===== src/rtl/wkc_pkg.sv =====
`timescale 1ns/1ps
package wkc_pkg;
  localparam int unsigned CNT_W = 17;

  typedef enum logic [1:0] {
    A_CFG  = 2'd0,
    A_MODE = 2'd1,
    A_STAT = 2'd2,
    A_NONE = 2'd3
  } wk_addr_e;

  // mode register field positions
  localparam int unsigned M_SM  = 0;
  localparam int unsigned M_RTT = 1;
  localparam int unsigned M_RTC = 2;
  localparam int unsigned M_DBC = 4;

  // status register field positions
  localparam int unsigned S_PIN = 0;
  localparam int unsigned S_SM  = 1;

  // interval lengths for codes 1..5
  localparam int unsigned LEN_C1 = 3;
  localparam int unsigned LEN_C2 = 32;
  localparam int unsigned LEN_C3 = 512;
  localparam int unsigned LEN_C4 = 4096;
  localparam int unsigned LEN_C5 = 32768;

  // count value at which the debouncer fires (length minus one)
  function automatic logic [CNT_W-1:0] dbc_limit(input logic [2:0] code);
    case (code)
      3'd1:    dbc_limit = CNT_W'(LEN_C1 - 1);
      3'd2:    dbc_limit = CNT_W'(LEN_C2 - 1);
      3'd3:    dbc_limit = CNT_W'(LEN_C3 - 1);
      3'd4:    dbc_limit = CNT_W'(LEN_C4 - 1);
      3'd5:    dbc_limit = CNT_W'(LEN_C5 - 1);
      default: dbc_limit = '0;
    endcase
  endfunction
endpackage


===== src/rtl/wkc_sync.sv =====
`timescale 1ns/1ps
module wkc_sync #(
  parameter int unsigned W      = 16,
  parameter int unsigned STAGES = 2
) (
  input  logic         clk,
  input  logic         rst,
  input  logic [W-1:0] d,
  output logic [W-1:0] q
);
  logic [W-1:0] stg [STAGES];

  for (genvar s = 0; s < STAGES; s++) begin : g_stage
    always_ff @(posedge clk) begin
      if (rst) stg[s] <= '0;
      else if (s == 0) stg[s] <= d;
      else stg[s] <= stg[(s == 0) ? 0 : s-1];
    end
  end

  assign q = stg[STAGES-1];
endmodule


===== src/rtl/wkc_debounce.sv =====
`timescale 1ns/1ps
module wkc_debounce
  import wkc_pkg::*;
#(
  parameter int unsigned NPIN = 16
) (
  input  logic            clk,
  input  logic            rst,
  input  logic [NPIN-1:0] act,
  input  logic [2:0]      code,
  output logic            any_act,
  output logic            fire
);
  logic [CNT_W-1:0] cnt_q;
  logic             fired_q;
  logic [CNT_W-1:0] lim;

  assign any_act = |act;
  assign lim     = dbc_limit(code);
  assign fire    = any_act && !fired_q && (cnt_q >= lim);

  always_ff @(posedge clk) begin
    if (rst) begin
      cnt_q   <= '0;
      fired_q <= 1'b0;
    end else if (!any_act) begin
      cnt_q   <= '0;
      fired_q <= 1'b0;
    end else if (fire) begin
      cnt_q   <= '0;
      fired_q <= 1'b1;
    end else if (!fired_q) begin
      cnt_q   <= cnt_q + 1'b1;
    end
  end
endmodule


===== src/rtl/wkc_isrc.sv =====
`timescale 1ns/1ps
module wkc_isrc #(
  parameter int unsigned NSRC = 3
) (
  input  logic            clk,
  input  logic            rst,
  input  logic [NSRC-1:0] evt,
  input  logic [NSRC-1:0] en,
  output logic            fire_any,
  output logic            fire_first
);
  logic [NSRC-1:0] prev_q;
  logic [NSRC-1:0] rise;

  for (genvar i = 0; i < NSRC; i++) begin : g_src
    always_ff @(posedge clk) begin
      if (rst) prev_q[i] <= 1'b0;
      else     prev_q[i] <= evt[i] & en[i];
    end
    assign rise[i] = evt[i] & en[i] & ~prev_q[i];
  end

  assign fire_any   = |rise;
  assign fire_first = rise[0];
endmodule


===== src/rtl/wkc_ctrl.sv =====
`timescale 1ns/1ps
module wkc_ctrl
  import wkc_pkg::*;
#(
  parameter int unsigned NPIN = 16,
  parameter int unsigned DW   = 32
) (
  input  logic            clk,
  input  logic            rst,
  input  logic            bus_wr,
  input  logic            bus_rd,
  input  logic [1:0]      bus_addr,
  input  logic [DW-1:0]   bus_wdata,
  output logic [DW-1:0]   bus_rdata,
  input  logic [NPIN-1:0] wk_pin,
  input  logic            rtt_alarm,
  input  logic            rtc_alarm,
  input  logic            smon_det,
  output logic            wake_req
);
  localparam int unsigned SNAP_LSB = DW / 2;

  logic [NPIN-1:0] pin_en, pin_pol, pin_s, act, snap_q;
  logic            sm_en, rtt_en, rtc_en;
  logic [2:0]      dbc_code;
  logic            any_act, pin_fire, src_fire, sm_fire;
  logic            st_pin_q, st_sm_q;
  logic            stat_rd;

  assign stat_rd = bus_rd && (wk_addr_e'(bus_addr) == A_STAT);

  // configuration registers
  always_ff @(posedge clk) begin
    if (rst) begin
      pin_en   <= '0;
      pin_pol  <= '0;
      sm_en    <= 1'b0;
      rtt_en   <= 1'b0;
      rtc_en   <= 1'b0;
      dbc_code <= '0;
    end else if (bus_wr) begin
      case (wk_addr_e'(bus_addr))
        A_CFG: begin
          pin_en  <= bus_wdata[NPIN-1:0];
          pin_pol <= bus_wdata[SNAP_LSB +: NPIN];
        end
        A_MODE: begin
          sm_en    <= bus_wdata[M_SM];
          rtt_en   <= bus_wdata[M_RTT];
          rtc_en   <= bus_wdata[M_RTC];
          dbc_code <= bus_wdata[M_DBC +: 3];
        end
        default: ;
      endcase
    end
  end

  wkc_sync #(.W(NPIN), .STAGES(2)) u_sync (
    .clk (clk),
    .rst (rst),
    .d   (wk_pin),
    .q   (pin_s)
  );

  assign act = pin_en & ~(pin_s ^ pin_pol);

  wkc_debounce #(.NPIN(NPIN)) u_dbc (
    .clk     (clk),
    .rst     (rst),
    .act     (act),
    .code    (dbc_code),
    .any_act (any_act),
    .fire    (pin_fire)
  );

  wkc_isrc #(.NSRC(3)) u_isrc (
    .clk        (clk),
    .rst        (rst),
    .evt        ({rtc_alarm, rtt_alarm, smon_det}),
    .en         ({rtc_en, rtt_en, sm_en}),
    .fire_any   (src_fire),
    .fire_first (sm_fire)
  );

  // status, snapshot and request
  always_ff @(posedge clk) begin
    if (rst) begin
      st_pin_q <= 1'b0;
      st_sm_q  <= 1'b0;
      snap_q   <= '0;
      wake_req <= 1'b0;
    end else begin
      st_pin_q <= pin_fire | (st_pin_q & ~stat_rd);
      st_sm_q  <= sm_fire  | (st_sm_q  & ~stat_rd);
      if (pin_fire)     snap_q <= act;
      else if (stat_rd) snap_q <= '0;
      wake_req <= pin_fire | src_fire;
    end
  end

  // registered read port
  always_ff @(posedge clk) begin
    if (rst) begin
      bus_rdata <= '0;
    end else if (bus_rd) begin
      bus_rdata <= '0;
      case (wk_addr_e'(bus_addr))
        A_CFG: begin
          bus_rdata[NPIN-1:0]         <= pin_en;
          bus_rdata[SNAP_LSB +: NPIN] <= pin_pol;
        end
        A_MODE: begin
          bus_rdata[M_SM]      <= sm_en;
          bus_rdata[M_RTT]     <= rtt_en;
          bus_rdata[M_RTC]     <= rtc_en;
          bus_rdata[M_DBC +: 3] <= dbc_code;
        end
        A_STAT: begin
          bus_rdata[S_PIN]            <= st_pin_q;
          bus_rdata[S_SM]             <= st_sm_q;
          bus_rdata[SNAP_LSB +: NPIN] <= snap_q;
        end
        default: ;
      endcase
    end
  end
endmodule


===== config.mk =====
export PLATFORM = sky130hd
export DESIGN_NAME = wkc_ctrl
export DESIGN_NICKNAME = d
export VERILOG_FILES = /design/src/rtl/wkc_pkg.sv /design/src/rtl/wkc_sync.sv /design/src/rtl/wkc_debounce.sv /design/src/rtl/wkc_isrc.sv /design/src/rtl/wkc_ctrl.sv
export SDC_FILE = /design/constraint.sdc
export NUM_CORES = 1
export LEC_CHECK = 0
export ABC_AREA = 1
export ABC_CLOCK_PERIOD_IN_PS = 2900
export CAP_MARGIN = 20
export CORE_UTILIZATION = 54
export CTS_CLUSTER_DIAMETER = 200
export DETAILED_ROUTE_END_ITERATION = 10
export GPL_ROUTABILITY_DRIVEN = 0
export PLACE_DENSITY = 0.76
export SLEW_MARGIN = 0
export SYNTH_ARGS = -nofsm -noshare
export SYNTH_HDL_FRONTEND = slang
export SYNTH_SLANG_ARGS = --single-unit

===== constraint.sdc =====
create_clock -name clk -period 2.9 [get_ports clk]
set_input_delay 0.58 -clock clk [delete_from_list [all_inputs] [get_ports clk]]
set_output_delay 0.58 -clock clk [all_outputs]
set_load 0.02 [all_outputs]

Word-level counts from Yosys, hierarchy flattened --
Memory sizes are Yosys's and may differ from the RTL's. Cells that the tools add are included.
Operators by class: muxes and demuxes 14, magnitude comparators 1, add/sub/neg operators 1, bitwise gates (word level) 21, divide/modulo/power cells 0, reduce and logical (&&, ||, !) cells 12, equal/unequal tests 7, $mul 0, shifts and indexed selects 0
Operators with widths (number):
- $pmux W15 S5 | 1
- $mux W16 | 4
- $pmux W16 S2 | 1
- $add A17 B1 Y17 const B | 1
- $ge A17 B15 Y1 | 1
- $and A16 B16 Y16 | 1
- $not A16 Y16 | 1
- $reduce_or A16 Y1 | 1
- $xor A16 B16 Y16 | 1
- $mux W9 | 1
- $and A1 B1 Y1 | 8
- $eq A3 B2 Y1 const B | 2
- $eq A3 B3 Y1 const B | 2
- $pmux W2 S3 | 1
- $pmux W3 S2 | 1
- $reduce_or A3 Y1 | 2
- $not A1 Y1 | 5
- $or A1 B1 Y1 | 5
- $mux W1 | 4
- $reduce_and A2 Y1 | 2
- $eq A3 B1 Y1 const B | 1
- $logic_and A1 B1 Y1 | 3
- $eq A2 B1 Y1 const B | 1
- $eq A2 B2 Y1 const B | 1
- other kinds (5) | 5
Storage, ports and cells: bits in registers 110, logic and storage cells 73, memories 1, output and inout bits 33, bits in read-only memories 0, bits in writable memories 32, bits of input ports 57, latch bits 0
Memories:
- u_sync.stg | words 2, bits a word 16, read ports 2, clocked after Yosys merged registers in 0, wr ports 2, line wkc_sync.sv:11 | logic [W-1:0] stg [STAGES];

Logic depth before layout (Yosys ltp) --
Gate-level depths: netlist of the first run. An unclocked memory read counts as a cell.
word-level depth 8, gate-level depth with buffers 16, mapped depth without buffers 15

Cells and area by module --
From an unflattened synthesis of the first run, not the netlist that was laid out.
Unflattened totals: cells, all modules 763, area, all modules 6064.6 um^2
Modules (own cells, without submodules):
- wkc_ctrl | seq. area each 1781.7 um^2, times used 1, cells each 476, area an instance 3676.0 um^2
- wkc_debounce | seq. area each 360.3 um^2, times used 1, cells each 171, area an instance 1343.8 um^2
- wkc_sync | seq. area each 640.6 um^2, times used 1, cells each 99, area an instance 914.6 um^2
- wkc_isrc | seq. area each 60.1 um^2, times used 1, cells each 17, area an instance 130.1 um^2

Least setup slack after synthesis of the first run --
Ideal clock, no wire load.
path type reg-to-reg, start register dbc_code[2], end register snap_q[7], slack 808 ps, data arrival time 1960 ps, library setup time 132 ps, stages on the path, launching flop included 15, path buffers 1, required time 2768 ps, period minus slack after synthesis 2092 ps, cell sequence dfxtp_1 > inv_1 > nor2_1 > a21oi_1 > ha_1 > nand2_1 > nor2_1 > nand3b_1 > nor2_1 > nor2_1 > nand3_4 > nand3_4 > buf_4 > nand3_1 > a21oi_1
On the way: cells in the longest elaborated chain, start to end 5, elaborated cells between the ends (all ways) 10, classes of those cells order compare (1); eq/ne (5); mux (2); reduce/logical (2)
RTL lines:
- from (decl) | line wkc_ctrl.sv:25 | logic [2:0] dbc_code;
- from (signal assigned) | line wkc_ctrl.sv:51 | dbc_code <= bus_wdata[M_DBC +: 3];
- $eq A3 B3 Y1, or another cell as far along | line wkc_pkg.sv:31 | case (code)
- $pmux W15 S5 * | line wkc_pkg.sv:31
- $ge A17 B15 Y1 * | line wkc_debounce.sv:20 | assign fire = any_act && !fired_q && (cnt_q >= lim);
- $logic_and A1 B1 Y1 * | line wkc_debounce.sv:20
- $mux W16 or $reduce_bool A2 Y1 (tied branches)
- to (signal assigned) | line wkc_ctrl.sv:95 | if (pin_fire) snap_q <= act;
- to (decl) | line wkc_ctrl.sv:23 | logic [NPIN-1:0] pin_en, pin_pol, pin_s, act, snap_q;
Mark *: on every way between the ends. The rest lies on a longest branch, timed or not. A chain may end at the register's enable or synchronous reset.

Worst setup path in the final report of the first run --
start register dbc_code[2], end register u_dbc.cnt_q[4]
On the way: cells in the longest elaborated chain, start to end 5, elaborated cells between the ends (all ways) 9, classes of those cells order compare (1); eq/ne (5); mux (1); reduce/logical (2)
RTL lines:
- $eq A3 B3 Y1, or another cell as far along | line wkc_pkg.sv:31
- $pmux W15 S5 * | line wkc_pkg.sv:31
- $ge A17 B15 Y1 * | line wkc_debounce.sv:20
- $logic_and A1 B1 Y1 * | line wkc_debounce.sv:20
- $reduce_or A3 Y1 (no source line) *
- to (signal assigned) | line wkc_debounce.sv:33 | cnt_q <= cnt_q + 1'b1;
- to (decl) | line wkc_debounce.sv:14 | logic [CNT_W-1:0] cnt_q;
Marks and branches as above.

==> impl.org, run 1 <==
** Global routing
- First-pass GRT wire length :: ~24,000 um
- Total track usage :: a little over a quarter
- Summed over all layers, the global routing overflow is 0.
- The number of global-route vias before repair was 5,028.
- Number of antenna violations at the first check in global routing :: 0
- Largest net degree at the start of global routing :: between 70 and 80

** Drt
- The routed design has 14,610 um of wire.
- After detailed routing, the number of remaining DRC violations is 0.
- Detail Route met2 WL :: around 6700 um
- Antenna violation net count after detailed routing :: 0
- For this block, wires on met1 add up to 6750 um.
- Amount of wire on met3 after detailed routing :: between 900 and 1000 um
- Using the TritonRoute via totals, the vias-per-cell ratio works out to between 5 and 6.
- First-iteration detailed-routing DRC count :: around 330
- Vias :: about 5,400
- The first detailed-routing pass took 5 iterations.
- Highest Signal Layer :: met4
- Post-detailed-route wirelength per cell :: approximately 14 um

** Timing
- The final count of pins violating max slew came to 0.
- Maximum clock frequency :: around 380 MHz
- Once routing completed, OpenROAD measured the worst setup slack at a little under 0.3 ns.
- Normalized max-slew margin :: just under 50%
- Final setup TNS :: 0 ns
- Worst clock skew :: just over 0.007 ns
- Setup repair after global routing missed its margin :: false
- Transition at the pin with the smallest max-transition slack :: 0.7698 ns
- Final Critical Period :: approximately 2.6 ns
- Number of hold violations in the final report :: 0
- Setup violation total in the final timing report :: 0
- Dividing the final minimum period by the clock period gives 89.94%.

** Synth
- The Yosys step of the flow raised 0 warnings.
- After synthesis the netlist holds a flip-flop and latch count of around 140.
- Sequential-to-total area share from yosys stat :: 47.24%
- Counting every net in the synthesized netlist gives about 870.
- Average size of a mapped cell :: 7.569 um2
- Cells after synthesis :: approximately 800
- Yosys cell types :: 36
- The synthesized netlist occupies a cell area of roughly 6000 um2.

** Floorplanning
- In this run the standard cell core region covers between 10,000 and 15,000 um2.
- The die is around 110 um tall.
- The initialized floorplan defines 38 standard-cell rows.
- The floorplan step defined a die boundary enclosing ~12,000 um2.
- Starting density of the core :: between 50% and 60%
- Top-level I/O count :: 90
- In this run the horizontal extent of the chip is between 100 and 150 um.

** Layout
- Fill cells in the final layout number ~910.
- Diode insertion count for antenna repair :: 0
- Final #Nets :: roughly 950
- The finished cells cover between 7000 and 8000 um2.
- P&R area growth vs syn :: 25.66%
- Fraction of layout instances using a drive strength above 1 :: around 7%
- Sequential cell area :: between 2000 and 3000 um2
- Multi-input logic area :: 2601 um2

** Place
- Once detailed placement completed, the half-perimeter wirelength came to about 11,000 um.
- # port buffers :: 89
- Once placement finished, the instance area stood at around 7000 um2.
- At the placement stage, the worst setup path has a slack of 0.3195 ns.

** Clocking
- Buffers inserted to repair hold after CTS numbered 0.
- Counting the buffers created by CTS gives 17.
- CTS tree :: built
- Clk sink count :: 142
- Insertion delay of the later-clocked pin in the worst-skew pair :: between 0.5 and 0.6 ns
- Clock-pin slew was measured on the worst setup and hold paths at approximately 0.06 ns.
- Longest Clk Path Bufs :: 2
- Root Buffer :: clkbuf_8
- In this run the number of H-tree levels came out at 4.

** Critical path
- Data arrives at the worst endpoint at ~3 ns.
- Together, buffers and inverters on the worst path number 3.
- By instance count, the cell type seen most on the critical path is inv_1.
- On the worst path, the slowest cell contributes a delay of between 0.3 and 0.4 ns.
- Slowest cell on the critical path :: dfxtp_1
- Of all nets on the critical path, the largest fanout is 19.
- Crit-path cells :: inv_1 > nor2_1 > inv_1 > ha_1 > nand2_1 > inv_1 > nand2_1 > a21oi_1 > nor2_1 > nand3_4 > nand3_4 > nand2_4 > nor3b_1
- Startpoint kind of the worst setup timing path :: flip-flop
- WP data required :: ~3.3 ns
- Crit end category :: flip-flop
- The critical path is of the flip-flop to flip-flop type.
- Critical path depth in cells :: 13
- On the critical path the largest part of the delay comes from simple AND/OR/NAND/NOR gates.
- Number of cells on the worst reg-to-reg path :: 13

** Flow run
- Number of max-cap violations :: 0

** Outcome
- The flow ran to the end, and the final reports show no timing, DRC or antenna violations.

** Power
- Leakage power summed over all cells :: between 2 and 3 nW
- Power spread over the standard cell area amounts to ~630 nW/um2.
- VDD sags by at most about 440 uV.

** Worst hold path
- The path class of the tightest hold or removal check is flip-flop to flip-flop.
- Number of cells traversed by the worst hold path :: 2
## worst min-delay path, cell delays in order (launching register included)
cell	delay, ns
dfxtp_1	0.30
inv_1	0.04
nor2_1	0.03
## area by class of cell
type	count	area share [%]
multi-input cells	504	34.40
clock buffers	25	6.272
well taps	140	2.317
repair buffers	97	12.51
inverters	116	5.792
flip-flops and latches	142	37.60
clock inverters	6	1.109
## registers in the layout (all words and copies together) (netlist names), 3 cells and up
name           cells
u_dbc.cnt_q       17
u_isrc.prev_q      3
snap_q            16
dbc_code           3
u_sync.stg        32
bus_rdata         32
pin_en            16
pin_pol           16
## where the power goes
part	switching (mW)	internal (mW)	total, mW
registers	0.0709	2.05	2.12
logic	0.391	0.239	0.630
clock network	0.767	1.28	2.05
## placed cells by master, fill, tap and decap left out, drive strengths merged
master         instances
nor3                   9
xor2                   7
xnor2                  2
nor3b                  2
buf                    9
a21oi                 70
inv                  114
ha                    16
clkinv                 6
o21ai                 53
nand3b                17
dfxtp                142
clkdlybuf4s50         88
and2                   1
nand2                139
nand3                 59
a21o                   1
or2                    3
bufinv                 2
a31oi                 17
nand4                  2
o221ai                 6
clkbuf                25
nor2                 100
## worst paths after layout
kind | start | slack [ns] | end
setup reg to reg | dbc_code[2]$_SDFFE_PP0P_ | 0.29 | u_dbc.cnt_q[4]$_SDFFE_PP0N_
hold reg to reg | u_sync.stg[0][1]$_SDFF_PP0_ | 0.40 | u_sync.stg[1][1]$_SDFF_PP0_
setup / recovery | dbc_code[2]$_SDFFE_PP0P_ | 0.29 | u_dbc.cnt_q[4]$_SDFFE_PP0N_
hold / removal | u_sync.stg[0][1]$_SDFF_PP0_ | 0.40 | u_sync.stg[1][1]$_SDFF_PP0_
## repair_timing
action                                 CTS  global route
endpoints found under the hold margin    0             0
setup buffers                            0             0
setup endpoints to repair                0             1
gates resized for setup                  0             1
## Yosys cell counts
cell,n,area share (%)
a21o_1,1,0.12
a21oi_1,70,5.8
a31oi_1,17,1.8
and2_1,1,0.10
buf_1,2,0.12
buf_2,3,0.25
buf_4,1,0.12
buf_6,1,0.19
clkbuf_1,26,1.6
clkinv_1,2,0.12
dfxtp_1,142,47
ha_1,16,3.3
inv_1,110,6.9
inv_2,3,0.19
inv_4,1,0.10
nand2_1,134,8.4
nand2_2,3,0.31
nand2_4,2,0.37
nand3_1,55,4.6
nand3_2,2,0.33
nand3_4,2,0.58
nand3b_1,17,2.1
nand4_1,1,0.10
nand4_2,1,0.21
nor2_1,91,5.7
nor2_2,4,0.42
nor2_4,5,0.94
nor3_1,9,0.75
nor3b_1,2,0.25
o21ai_0,53,4.4
o221ai_1,6,0.87
or2_0,1,0.10
or2_2,2,0.21
xnor2_1,2,0.29
xor2_1,6,0.87
xor2_2,1,0.27
## logic make-up after synthesis
family | Yosys count | synth area share, %
AOI/OAI and AO/OA | 147 | 13.00
xor gates and xnor gates | 9 | 1.435
adders and majority gates | 16 | 3.327
buffers and inverters | 149 | 9.586
DFF | 142 | 47.24
and+or+nand+nor | 332 | 25.41
## per-stage QoR
| step | cells | utilization (%) | hold slack, ns | power (mW) |
|---|---|---|---|---|
| after CTS | 1030 | 69.71 | 0.4027 | 4.815 |
| after detailed placement | 999 | 64.57 | 0.3948 | 2.780 |
| after global routing | 1030 | 69.75 | 0.4173 | 4.984 |
| after floorplan | 795 | - | 0.3883 | 2.574 |
| final | 1030 | 69.75 | 0.4005 | 4.799 |
| after global placement | 999 | 64.57 | 0.3914 | 2.756 |
## metal layers
layer	track usage, %	vias to the layer above
li1	-	2712
met1	35.85	2469
met2	41.21	184
met3	6.174	25
met4	12.23	0
met5	0	-
No activity file was read; power rests on OpenSTA's default activity.
==> inputs of run 2 (changes only) <==
--- a/config.mk
+++ b/config.mk
@@ -5,9 +5,7 @@
 export SDC_FILE = /design/constraint.sdc
 export NUM_CORES = 1
 export LEC_CHECK = 0
-export ABC_AREA = 1
 export ABC_CLOCK_PERIOD_IN_PS = 2900
-export CAP_MARGIN = 20
 export CORE_UTILIZATION = 54
 export CTS_CLUSTER_DIAMETER = 200
 export DETAILED_ROUTE_END_ITERATION = 10
==> run 2 against run 1 <==
Against the previous run: clock skew up 0.0025 ns; flip-flop and latch count stayed put; sequential power is 3% lower; setup slack got worse by 0.088 ns; first-iteration DRC count shrank 17%; worst hold slack better by 0.034 ns; register-to-register slack lost 0.09 ns; clock-buffer cell count fell by 8; utilization is 1.5 points higher; sequential share of layout area up 0.39 points; total power is 4.8% lower; final cell count shrank 13%.
==> impl.org, run 2 <==
** Power
- The proportion of power drawn by the clock network came to 44.7% (+2.0 points).
- Flop pwr share :: 44.9% (+0.8 points)
- Share of total power consumed by net switching :: 25.01% (-0.59 points)
- The leakage component of the power was 2.885 nW (-3.8%).
- The internal power is 3.426 mW (-4.0%).
- The total design power is 4.569 mW (-4.8%).
- The switching power was 1.143 mW (-7.0%).
- Power density relative to cell area :: 610.6 nW/um2 (-3.8%)
- Logic pwr share :: 10.3% (-2.8 points)
- Peak ir drop on the vdd network :: 446.9 uV (+1.3%)

** Critical path
- The endpoint identified for the worst register-to-register timing path is snap_q[8]$_SDFFE_PP0P_.
- Slack of the worst reg-to-reg path :: 0.20 ns (-0.09 ns)
- The data arrival time at the worst-slack endpoint is 3.17 ns (+0.12 ns).
- The largest individual stage delay along the critical path comes from the cell dfxtp_1.
- Setup crit end :: snap_q[8]$_SDFFE_PP0P_
- Max Fanout on Critical Path :: 17 (-2)
- The signal on the critical path passes through nor2b_1 > nand2_1 > ha_1 > nand4_1 > or3_4 > o41a_1 > buf_4 > nor3_2 > a41o_1.
- WP data required :: 3.37 ns (+0.03 ns)
- Number of cells on the worst reg-to-reg path :: 9 (-4)
- STA classifies the critical path startpoint as a flip-flop.
- The most critical setup path has its startpoint at dbc_code[2]$_SDFFE_PP0P_.
- Biggest cell delay along the critical path :: 0.44 ns (+0.07 ns)
- Setup Crit Path Kind :: flip-flop to flip-flop
- Crit end category :: flip-flop
- Startpoint of the lowest-slack register-to-register path :: dbc_code[2]$_SDFFE_PP0P_

** Global routing
- Total congestion overflow after global routing :: 0 (unchanged)
- Largest net degree at the start of global routing :: 63 (-15%)
- The first-pass GRT wire length is 23,150 um (-3.0%).
- The number of global-route vias before repair was 4,793 (-4.7%).
- Number of antenna violations at the first check in global routing :: 0 (unchanged)
- The global-route usage over all layers was 26.38% (-0.49 points).

** Clocking
- TritonCTS built the clock tree.
- The number of buffers inserted to repair setup after CTS was 0 (unchanged).
- The number of hold buffers added after CTS is 0 (unchanged).
- Clock buffer count from CTS :: 17 (unchanged)
- Root Buffer :: clkbuf_8
- Clk sink count :: 142 (unchanged)
- Resized Gates After CTS :: 0 (unchanged)
- H-tree lvl count :: 4 (unchanged)
- The clock latency reported for the late side of the worst-skew pair came to 0.53 ns (about the same).
- Reg clk slew, reported paths :: 0.06 ns (about the same)
- Longest Clk Path Bufs :: 2 (unchanged)

** Drt
- Number of design rule violations left after detail routing :: 0 (unchanged)
- The detailed-route wire length per cell is 16.09 um (+13%).
- The remaining antenna violation count was 0 (unchanged).
- First-iteration detailed-routing DRC count :: 276 (-17%)
- The total number of vias is 4,895 (-9.2%).
- Mean number of vias per cell :: 5.457 (+4.3%)
- The detailed-router iteration count before antenna repair is 4 (-1).
- Total wire length :: 14,440 um (-1.2%)

** Synth
- The share of the yosys chip area belonging to registers is 47.76% (+0.52 points).
- Yosys cell types :: 40 (+11%)
- After synthesis, the most frequently instantiated cells are dfxtp_1 (142), nand2_1 (87), a21oi_1 (76).
- Async set-or-reset flop fraction in the synthesized netlist :: 0% (unchanged)
- For this run, the leading register cell type out of synthesis is dfxtp_1.
- The net count after synthesis was 741 (-15%).
- The number of standard cells after synthesis was 668 (-16%).
- Among all cell types in the netlist, the one instantiated most often is dfxtp_1.
- Number of storage elements in the synthesis netlist :: 142 (unchanged)
- Of all cell types, the one taking the most synthesized area is dfxtp_1.
- Post-synthesis instance area :: 5952 um2 (-1.1%)
- Average size of a mapped cell :: 8.910 um2 (+18%)
- Post-synth EDFFs :: 0 (unchanged)
- Number of warnings reported in the yosys synthesis log :: 0 (unchanged)
- In the post-synthesis netlist, the biggest area contributors are dfxtp_1 (48%), nor2b_1 (6.6%), a21oi_1 (6.4%).
- Area share of the leading cell type in the synthesized netlist :: 47.76% (+0.52 points)

** Timing
- Period utilization :: 92.98% (+3.0 points)
- Final setup TNS :: 0 ns (unchanged)
- The number of endpoints failing setup at the final stage came to 0 (unchanged).
- The post-route worst setup slack came to 0.2035 ns (-0.08831 ns).
- The worst hold slack after final layout came to 0.4343 ns (+0.03379 ns).
- Number of hold violations in the final report :: 0 (unchanged)
- The relative slew slack came to 39.52% (-9.2 points).
- Worst clock skew :: 0.009743 ns (+0.002548 ns)
- Final Critical Period :: 2.696 ns (+0.08831 ns)
- Setup repair after global routing missed its margin :: false
- Maximum clock frequency :: 370.9 MHz (-3.3%)
- The worst-margin pin slew is 0.9063 ns (+0.1364 ns).
- The final count of pins violating max slew was 0 (unchanged).

** Layout
- Largest registers in the final layout :: bus_rdata: 32 flops, u_sync.stg: 32 flops, u_dbc.cnt_q: 17 flops
- The top cell types in the final layout, fill and taps aside, are dfxtp_1 (142), clkdlybuf4s50_1 (88), nand2_1 (87).
- The area used by multi-input combinational logic came to 2863 um2 (+10%).
- Util after Layout :: 71.21% (+1.5 points)
- Fill count :: 823 (-9.5%)
- The number of standard cells in the layout, taps in and fillers out was 897 (-13%).
- The area taken by flip-flops and latches was 2843 um2 (unchanged).
- P&R area growth vs syn :: 25.73% (about the same)
- Most common cell after layout, fill and taps aside :: dfxtp_1
- Design area :: 7483 um2 (-1.0%)
- Fraction of layout instances using a drive strength above 1 :: 10.51% (+3.5 points)
- The number of antenna repair diodes was 0 (unchanged).
- The number of nets in the finished design came to 821 (-14%).

** Place
- Post-detailed-placement half-perimeter wirelength :: 10,100 um (-4.1%)
- The post-place setup slack is 0.2501 ns (-0.06933 ns).
- Instance count after placement with tap cells included :: 865 (-13%)
- The port buffer count came to 89 (unchanged).
- Placed Area :: 6922 um2 (-1.1%)

** Floorplanning
- Die outline area :: 11,450 um2 (-1.1%)
- The placeable core area came to 10,510 um2 (-3.1%).
- Starting density of the core :: 56.64% (+1.1 points)
- Vertical extent of the die :: 107.0 um (-0.53%)
- The row count is 37 (-2.6%).
- The die boundary width is 107.0 um (-0.53%).
- The total I/O pin count came to 90 (unchanged).

** Flow run
- Number of max-cap violations :: 0 (unchanged)

** Worst hold path
- Worst min path class :: flip-flop to flip-flop

** Outcome
- The run finished with clean final reports.
[run 2: cell count changes after synthesis, moves of 9 or more]
cell      delta
o21ai_0     -51
nand3b_1    -16
clkbuf_1    +10
xnor2_1     +20
mux2_2      +16
nand3_1     -29
nor2b_1     +63
mux2i_1     +11
a41o_1      +16
nor2_1      -20
nand2_1     -47
nor3_2       +9
a31oi_1     -16
inv_1      -102
[run 2: cells by family after synthesis]
kind of cell	Yosys count	synth area share, %
and+or+nand+nor	285	23.19
DFF	142	47.76
AOI/OAI and AO/OA	114	12.11
buffers and inverters	53	4.141
xor gates and xnor gates	31	4.562
muxes	27	4.877
adders and majority gates	16	3.363
[run 2: worst min-delay path by stage]
stage	cells after the start	startpoint	to	slack, ns
4_1_cts	1	u_sync.stg[0][10]$_SDFF_PP0_	u_sync.stg[1][10]$_SDFF_PP0_	0.44
3_3_place_gp	1	u_sync.stg[0][8]$_SDFF_PP0_	u_sync.stg[1][8]$_SDFF_PP0_	0.42
3_5_place_dp	1	u_sync.stg[0][10]$_SDFF_PP0_	u_sync.stg[1][10]$_SDFF_PP0_	0.42
2_1_floorplan	1	u_sync.stg[0][0]$_SDFF_PP0_	u_sync.stg[1][0]$_SDFF_PP0_	0.41
6_report	1	u_sync.stg[0][10]$_SDFF_PP0_	u_sync.stg[1][10]$_SDFF_PP0_	0.43
5_1_grt	1	u_sync.stg[0][13]$_SDFF_PP0_	u_sync.stg[1][13]$_SDFF_PP0_	0.45
[run 2: worst max-delay path, delay by kind of cell (launching register included)]
kind / cells / cell delay [ns]
compound gates: 2 / 0.55
buf+inv: 1 / 0.22
flops: 1 / 0.44
fa+ha+maj: 1 / 0.33
simple gates: 5 / 1.09
[run 2: area by class of cell]
cell class	instances	area share [%]
multi-input combinational	473	38.25
sequential	142	37.99
timing repair buffer	106	13.58
clock buffer	17	5.534
tap	136	2.274
clock inverter	15	1.973
inverter	8	0.4013
[run 2: power by group through the flow]
stage                     clock network (mW)  logic (mW)  registers, mW
after CTS                               2.07       0.472           2.05
final                                   2.04       0.472           2.05
after global placement                     0       0.457           2.09
after floorplan                            0       0.325           2.09
after global routing                    2.16       0.511           2.06
after detailed placement                   0       0.469           2.09
[run 2: per-layer routing]
layer	GRT usage (%)	wire length, um
met2	42.53	6812
met4	10.18	341
met1	33.95	6238
met3	6.565	1042
met5	0	0
==> inputs of run 3 (changes only) <==
--- a/config.mk
+++ b/config.mk
@@ -5,6 +5,7 @@
 export SDC_FILE = /design/constraint.sdc
 export NUM_CORES = 1
 export LEC_CHECK = 0
+export ABC_AREA = 1
 export ABC_CLOCK_PERIOD_IN_PS = 2900
 export CORE_UTILIZATION = 54
 export CTS_CLUSTER_DIAMETER = 200
==> results of run 3 <==
No change in the layout: final DEF, timing and power equal those of run 1.
